**src/rtl/frp_pkg.sv**
```systemverilog
package frp_pkg;
  localparam int unsigned REG_W     = 8;
  localparam int unsigned RATE_W    = 2;
  localparam int unsigned PRECOMP_W = 3;
  localparam int unsigned PRECOMP_LSB = RATE_W;
  localparam int unsigned PRECOMP_MSB = PRECOMP_LSB + PRECOMP_W - 1;
  localparam int unsigned LOWPWR_BIT  = REG_W - 2;
  localparam int unsigned SWRST_BIT   = REG_W - 1;
  localparam logic [REG_W-1:0] RST_BYTE = 8'h02;

  typedef struct packed {
    logic loadRate;   // rate register write
    logic loadCfg;    // configuration register write
    logic setLowPwr;  // low power request written
    logic clrLowPwr;  // any low power exit event
  } ctlStrobes_t;
endpackage

```
**src/rtl/frp_control.sv**
```systemverilog
module frp_control
  import frp_pkg::*;
(
  input  logic             clk,
  input  logic             rstN,
  input  logic             rateWrEn,
  input  logic [REG_W-1:0] rateWrData,
  input  logic             cfgWrEn,
  input  logic             fifoAccess,
  input  logic             statusAccess,
  input  logic             swRstReq,
  output ctlStrobes_t      strobes,
  output logic             resetPulse
);
  logic resetPulseQ;

  // self-clearing reset bit: a one-cycle pulse after each write that sets it
  always_ff @(posedge clk or negedge rstN) begin
    if (!rstN) resetPulseQ <= 1'b0;
    else       resetPulseQ <= rateWrEn & rateWrData[SWRST_BIT];
  end

  always_comb begin
    strobes.loadRate  = rateWrEn;
    strobes.loadCfg   = cfgWrEn;
    strobes.setLowPwr = rateWrEn & rateWrData[LOWPWR_BIT];
    strobes.clrLowPwr = fifoAccess | statusAccess | swRstReq | resetPulseQ;
  end

  assign resetPulse = resetPulseQ;

  // the pulse only follows a write with the reset bit set
  a_r5_pulse_source: assert property (@(posedge clk) disable iff (!rstN)
    resetPulseQ |-> $past(rateWrEn && rateWrData[SWRST_BIT]));

  // no pulse without a preceding reset-bit write
  a_r5_no_spurious: assert property (@(posedge clk) disable iff (!rstN)
    !$past(rateWrEn && rateWrData[SWRST_BIT]) |-> !resetPulseQ);
endmodule

```
**src/rtl/frp_datapath.sv**
```systemverilog
module frp_datapath
  import frp_pkg::*;
(
  input  logic                 clk,
  input  logic                 rstN,
  input  ctlStrobes_t          strobes,
  input  logic [REG_W-1:0]     rateWrData,
  input  logic [RATE_W-1:0]    cfgWrData,
  output logic [RATE_W-1:0]    rateCode,
  output logic [PRECOMP_W-1:0] precompCode,
  output logic                 lowPower,
  output logic [REG_W-1:0]     shadowVal
);
  logic [RATE_W-1:0]    rateQ;
  logic [PRECOMP_W-1:0] precompQ;
  logic                 lowPowerQ;
  logic [REG_W-1:0]     shadowQ;

  // effective rate: most recent writer wins, configuration wins a tie
  always_ff @(posedge clk or negedge rstN) begin
    if (!rstN)                 rateQ <= RST_BYTE[RATE_W-1:0];
    else if (strobes.loadCfg)  rateQ <= cfgWrData;
    else if (strobes.loadRate) rateQ <= rateWrData[RATE_W-1:0];
  end

  always_ff @(posedge clk or negedge rstN) begin
    if (!rstN)                 precompQ <= RST_BYTE[PRECOMP_MSB:PRECOMP_LSB];
    else if (strobes.loadRate) precompQ <= rateWrData[PRECOMP_MSB:PRECOMP_LSB];
  end

  // exit events beat a same-cycle low power request
  always_ff @(posedge clk or negedge rstN) begin
    if (!rstN)                  lowPowerQ <= 1'b0;
    else if (strobes.clrLowPwr) lowPowerQ <= 1'b0;
    else if (strobes.setLowPwr) lowPowerQ <= 1'b1;
  end

  always_ff @(posedge clk or negedge rstN) begin
    if (!rstN)                 shadowQ <= RST_BYTE;
    else if (strobes.loadRate) shadowQ <= rateWrData;
  end

  assign rateCode    = rateQ;
  assign precompCode = precompQ;
  assign lowPower    = lowPowerQ;
  assign shadowVal   = shadowQ;

  // a configuration write always sets the rate
  a_r4_cfg_wins: assert property (@(posedge clk) disable iff (!rstN)
    $past(strobes.loadCfg) |-> rateQ == $past(cfgWrData));

  // an exit event always leaves low power
  a_r7_exit_clears: assert property (@(posedge clk) disable iff (!rstN)
    $past(strobes.clrLowPwr) |-> !lowPowerQ);

  // the shadow copies the written byte
  a_r8_shadow_copy: assert property (@(posedge clk) disable iff (!rstN)
    $past(strobes.loadRate) |-> shadowQ == $past(rateWrData));

  // precompensation only moves on a rate register write
  a_r9_precomp_hold: assert property (@(posedge clk) disable iff (!rstN)
    !$past(strobes.loadRate) |-> $stable(precompQ));

  // low power only rises on a write that requests it
  a_r6_set_source: assert property (@(posedge clk) disable iff (!rstN)
    $rose(lowPowerQ) |-> $past(strobes.setLowPwr));
endmodule

```
**src/rtl/fdc_rate_power_ctl.sv**
```systemverilog
module fdc_rate_power_ctl
  import frp_pkg::*;
(
  input  logic       clk,
  input  logic       rstN,
  input  logic       rateWrEn,
  input  logic [7:0] rateWrData,
  input  logic       cfgWrEn,
  input  logic [1:0] cfgWrData,
  input  logic       fifoAccess,
  input  logic       statusAccess,
  input  logic       swRstReq,
  output logic [1:0] rateCode,
  output logic [2:0] precompCode,
  output logic       clkGateReq,
  output logic       swRstPulse,
  output logic [7:0] shadowVal
);
  ctlStrobes_t strobes;

  frp_control i_control (
    .clk(clk), .rstN(rstN),
    .rateWrEn(rateWrEn), .rateWrData(rateWrData), .cfgWrEn(cfgWrEn),
    .fifoAccess(fifoAccess), .statusAccess(statusAccess), .swRstReq(swRstReq),
    .strobes(strobes), .resetPulse(swRstPulse)
  );

  frp_datapath i_datapath (
    .clk(clk), .rstN(rstN), .strobes(strobes),
    .rateWrData(rateWrData), .cfgWrData(cfgWrData),
    .rateCode(rateCode), .precompCode(precompCode),
    .lowPower(clkGateReq), .shadowVal(shadowVal)
  );
endmodule

```
**config.mk**
```make
export PLATFORM = sky130hd
export DESIGN_NAME = fdc_rate_power_ctl
export DESIGN_NICKNAME = d
export VERILOG_FILES = /design/src/rtl/frp_pkg.sv /design/src/rtl/frp_control.sv /design/src/rtl/frp_datapath.sv /design/src/rtl/fdc_rate_power_ctl.sv
export SDC_FILE = /design/constraint.sdc
export NUM_CORES = 1
export LEC_CHECK = 0
export BUFFER_PORTS_ARGS = -buffer_cell sky130_fd_sc_hd__buf_2
export CAP_MARGIN = 25
export CELL_PAD_IN_SITES_DETAIL_PLACEMENT = 1
export CELL_PAD_IN_SITES_GLOBAL_PLACEMENT = 1
export CORE_MARGIN = 8
export CORE_UTILIZATION = 31
export DETAILED_ROUTE_END_ITERATION = 6
export GPL_TIMING_DRIVEN = 0
export PLACE_DENSITY = 0.78
export SLEW_MARGIN = 0
export SYNTH_ARGS = -nofsm -noshare
export SYNTH_HDL_FRONTEND = slang
export SYNTH_SLANG_ARGS = --single-unit
```
**constraint.sdc**
```tcl
create_clock -name clk -period 1.6 [get_ports clk]
set_input_delay 0.32 -clock clk [delete_from_list [all_inputs] [get_ports clk]]
set_output_delay 0.32 -clock clk [all_outputs]
set_load 0.01 [all_outputs]
```
# After elaboration in Yosys (flattened, before gate mapping)
# Index checks and enable logic that the tools add are counted.
dict set report classes {
  n_bitwise 5
  n_reduce_logical 2
  muxes 4
}
# operator count
set op_table {}
lappend op_table {{$mux W2} 2}
lappend op_table {{$reduce_bool A2 Y1} 2}
lappend op_table {{$or A1 B1 Y1} 3}
lappend op_table {{$and A1 B1 Y1} 2}
lappend op_table {{$mux W1} 2}
dict set report word_totals {
  regBits 15
}

# Depth between registers and ports, before layout
dict set report logic_depth {
  depth_word 4
  ltp_mapped 3
  ltp_nobuf 2
}

# Modules after synthesis
# From an unflattened synthesis, not the netlist that was laid out.
dict set report unflattened {
  cells_unflattened 37
  area_unflattened_um2 536.8
}
# mod cells_per_inst n_inst area_each_um2
set modules_own_cells {}
lappend modules_own_cells {frp_datapath 31 1 476.7}
lappend modules_own_cells {frp_control 6 1 60.1}

# Least setup slack after synthesis
# No wires, ideal clock.
dict set report synth_timing {
  kind {reg-to-reg}
  from {register i_control.resetPulseQ, in the netlist i_control.resetPulse}
  to {register i_datapath.lowPowerQ, in the netlist i_datapath.lowPower}
  setup_slack_ns 0.534
  path_stages_with_launch 3
  required_ns 1.528
  arrival_time_ns 0.995
  period_less_slack_ns 1.066
  n_path_buf 0
  path_cell_list {dfrtp_1 > or4_1 > nor2_1}
}
dict set report synth_between {
  elab_chain_cells 2
}
# item line_no
set synth_lines {}
lappend synth_lines {{start: declaration} frp_control.sv:15} ;# logic resetPulseQ;
lappend synth_lines {{start signal: assignment} frp_control.sv:20} ;# else resetPulseQ <= rateWrEn & rateWrData[SWRST_BIT];
lappend synth_lines {{$or A1 B1 Y1 *} frp_control.sv:27} ;# strobes.clrLowPwr = fifoAccess | statusAccess | swRstReq | resetPulseQ;
lappend synth_lines {{$mux W1 / $reduce_bool A2 Y1 (equally long branches)} --}
lappend synth_lines {{end signal: assignment} frp_datapath.sv:33} ;# if (!rstN) lowPowerQ <= 1'b0;
lappend synth_lines {{end signal: assignment} frp_datapath.sv:34} ;# else if (strobes.clrLowPwr) lowPowerQ <= 1'b0;
lappend synth_lines {{end signal: assignment} frp_datapath.sv:35} ;# else if (strobes.setLowPwr) lowPowerQ <= 1'b1;
lappend synth_lines {{end: declaration} frp_datapath.sv:16} ;# logic lowPowerQ;
# Every way passes the cells marked *; elsewhere a longest branch is shown, timed or not.
# A chain may end at the register's enable or synchronous reset.

# Final worst setup path
dict set report layout_timing {
  from {register i_datapath.shadowQ[1], in the netlist i_datapath.shadowVal[1]}
  to {output shadowVal[1]}
}
# item line_no
set layout_lines {}
lappend layout_lines {{start: declaration} frp_datapath.sv:17} ;# logic [REG_W-1:0] shadowQ;
lappend layout_lines {{start signal: assignment} frp_datapath.sv:40} ;# else if (strobes.loadRate) shadowQ <= rateWrData;
lappend layout_lines {{end: declaration} fdc_rate_power_ctl.sv:17} ;# output logic [7:0] shadowVal
# No word-level cell between the ends.

==> run summary <==
Largest net degree at the start of global routing = 13
Number of CTS-inserted buffers = 3
Setup bufs post-CTS = 0
Critical Path Start = i_datapath.shadowVal[1]$_DFFE_PN1P_
Maximum vdd ir drop = 403.6 uV
CP delay by family, top = flip-flops
Clock slew at the register clock pins of the worst setup and hold paths = 0.08 ns
Area grow syn2layout = 45.86%
Wire per inst = 13.45 um
Seq pwr share = 0.483
Critical Path Fanout Max = 2
Row cnt = 14
Hold Violations, Final = 0
Placer Congestion = 0.6014
Placed cells = 81
DRC violations left = 0
Worst hold path depth = 2
TritonCTS clock tree = built
Crit path DAT = 0.93 ns
Run status = finished clean
Area post-placement = 658.1 um^2
Clock sinks = 12
Final TNS setup = 0 ns
TritonRoute pass-1 iters = 2
Worst path cell trace = buf_2
Largest area contributor in the netlist = dfrtp_1
H-tree Lvls = 1
Rel. slew slack = 0.8183
Delay of the slowest cell on the worst path = 0.54 ns
Core ar. = 1489 um^2
Clock latency at the later pin of the worst-skew pair = 0.26 ns
Worst R2R Start = i_control.resetPulse$_DFF_PN0_
First-pass GRT wire length = 2035 um
Gate power share = 0.181
Pleak = 0.3676 nW
Setup CP Type = flop to output port
Number of port buffers = 31
GRT Residual Overflow = 0
Drt total wl = 1157 um
Unrepaired setup endpoints after global routing = false
Die Width = 55.47 um
Final Cell Area = 704.4 um^2
Final cell count without fillers = 86
Multi-input gate area = 150.1 um^2
Post-DRT Antenna Nets = 0
Minimum period implied by the final worst setup slack = 1.253 ns
Worst Clk Skew = 0.0002337 ns
First-iteration detailed-routing DRC count = 6
Num ports = 32
Synth area leaders = dfrtp_1 52%, mux2_2 19%, dfstp_2 11%
Die H = 55.47 um
GRT Util Overall = 0.08013
Switching Share = 0.2429
WP depth = 1
Final setup fails = 0
FF+latch count, synth = 12
Number of nets in the layout = 88
Worst Tran Pin Value = 0.2726 ns
Ant diodes = 0
Initial antenna violation count = 0
R2R depth = 2
Register area share after synthesis = 0.6269
Synthesized area per cell = 14.20 um^2
Die area = 3077 um^2
Hold crit path type = primary input to flop
Synth top area share = 0.5181
NetSw = 0.1743 mW
Fraction of layout cells with a size suffix above 1 = 0.7000
Slowest stage cell, crit path = dfstp_2
Ys Warns = 0
Post-synth cell types = 11
Power Density = 1019 nW/um^2
Initial Utilization = 0.3244
Vias in the first global route = 480
Mapped Area = 483.0 um^2
Hpwl dp = 957.7 um
Critical Path Source Type = flop
Req. time, crit path = 1.28 ns
CTS Root Cell = clkbuf_4
Register Area = 302.8 um^2
Cell count after synthesis = 34
Clock power share = 0.335
CP Capture Type = output port
Fillers = 177
Total power = 0.7175 mW
Buf+Inv Stages, Crit Path = 1
P_int = 0.5433 mW
Max_cap viols = 0
Clk buf depth = 2
Vias per cell = 4.453
Hold Path Origin = cfgWrEn
Fmax = 798.4 MHz
Routed vias = 383
Fin. max-slew vios = 0
Period Utilization, post-route = 0.7828
Syn nets = 51
layout make-up:
| class | instances | area share |
|---|---|---|
| Clock buffer | 4 | 0.05151 |
| Tap cell | 16 | 0.02842 |
| Multi-Input combinational cell | 18 | 0.2131 |
| Timing Repair Buffer | 32 | 0.2345 |
| Sequential cell | 12 | 0.4298 |
| Buffer | 4 | 0.04263 |
placed cells by master, fill, tap and decap left out:
cell	count
a21oi_1	1
and2_1	1
buf_2	31
buf_4	4
clkbuf_4	3
clkbuf_8	1
dfrtp_1	10
dfstp_2	2
dlygate4sd3_1	1
mux2_2	8
mux2i_1	2
nand2_1	2
nor2_1	1
o21ai_0	2
or4_1	1
logic make-up after synthesis:
| family | synth area share |
|---|---|
| compound gates | 0.03108 |
| buf+inv | 0.06218 |
| flops | 0.6269 |
| mux | 0.2280 |
| simple gates | 0.05183 |
final timing paths:
| path | endpoint | slack [ns] |
|---|---|---|
| max reg2reg | i_datapath.lowPower$_DFFE_PN0P_ | 0.55 |
| min | i_datapath.rateCode[1]$_DFFE_PN1P_ | 0.24 |
| min reg2reg | i_datapath.lowPower$_DFFE_PN0P_ | 0.50 |
| max in group asynchronous | i_datapath.shadowVal[1]$_DFFE_PN1P_ | 0.88 |
| max | shadowVal[1] | 0.35 |
| min in group asynchronous | i_datapath.rateCode[0]$_DFFE_PN0P_ | 0.45 |
synthesized netlist by cell type:
cell,n
mux2i_1,2
nand2_1,2
and2_1,1
a21oi_1,1
mux2_2,8
dfstp_2,2
dfrtp_1,10
nor2_1,1
or4_1,1
o21ai_0,2
buf_4,4
sequential cells by signal, summed over array words and instances, names as in the netlist:
register                count
i_datapath.shadowVal        6
i_datapath.precompCode      2
i_datapath.rateCode         2
i_control.resetPulse        1
i_datapath.lowPower         1
layer usage:
metal,vias to the layer above,routed length (um),track usage
li1,186,-,-
met1,177,481,0.08587
met2,20,557,0.1234
met3,0,118,0.04338
met4,0,0,0.04225
met5,-,0,0
stage by stage:
| step | worst slack (ns) | hold WS [ns] | util |
|---|---|---|---|
| 2_1_floorplan | 0.5336 | 0.02441 | - |
| 3_3_place_gp | 0.5136 | 0.2124 | 0.4420 |
| 3_5_place_dp | 0.5126 | 0.2185 | 0.4420 |
| 4_1_cts | 0.3264 | 0.2259 | 0.4731 |
| 5_1_grt | 0.3041 | 0.2450 | 0.4731 |
| 6_report | 0.3475 | 0.2363 | 0.4731 |
power groups by stage:
stage / Sequential (mW) / Clock, mW / Combinational [mW]
2_1_floorplan: 0.367 / 0 / 0.0495
3_3_place_gp: 0.351 / 0 / 0.129
3_5_place_dp: 0.353 / 0 / 0.132
4_1_cts: 0.348 / 0.257 / 0.135
5_1_grt: 0.352 / 0.265 / 0.145
6_report: 0.347 / 0.241 / 0.130
repair_timing:
action | in CTS | in global routing
hold endpoints to repair | 10 | 0
hold buffers | 1 | 0
gates resized for setup | 0 | 0
No activity file was read; power rests on OpenSTA's default activity.
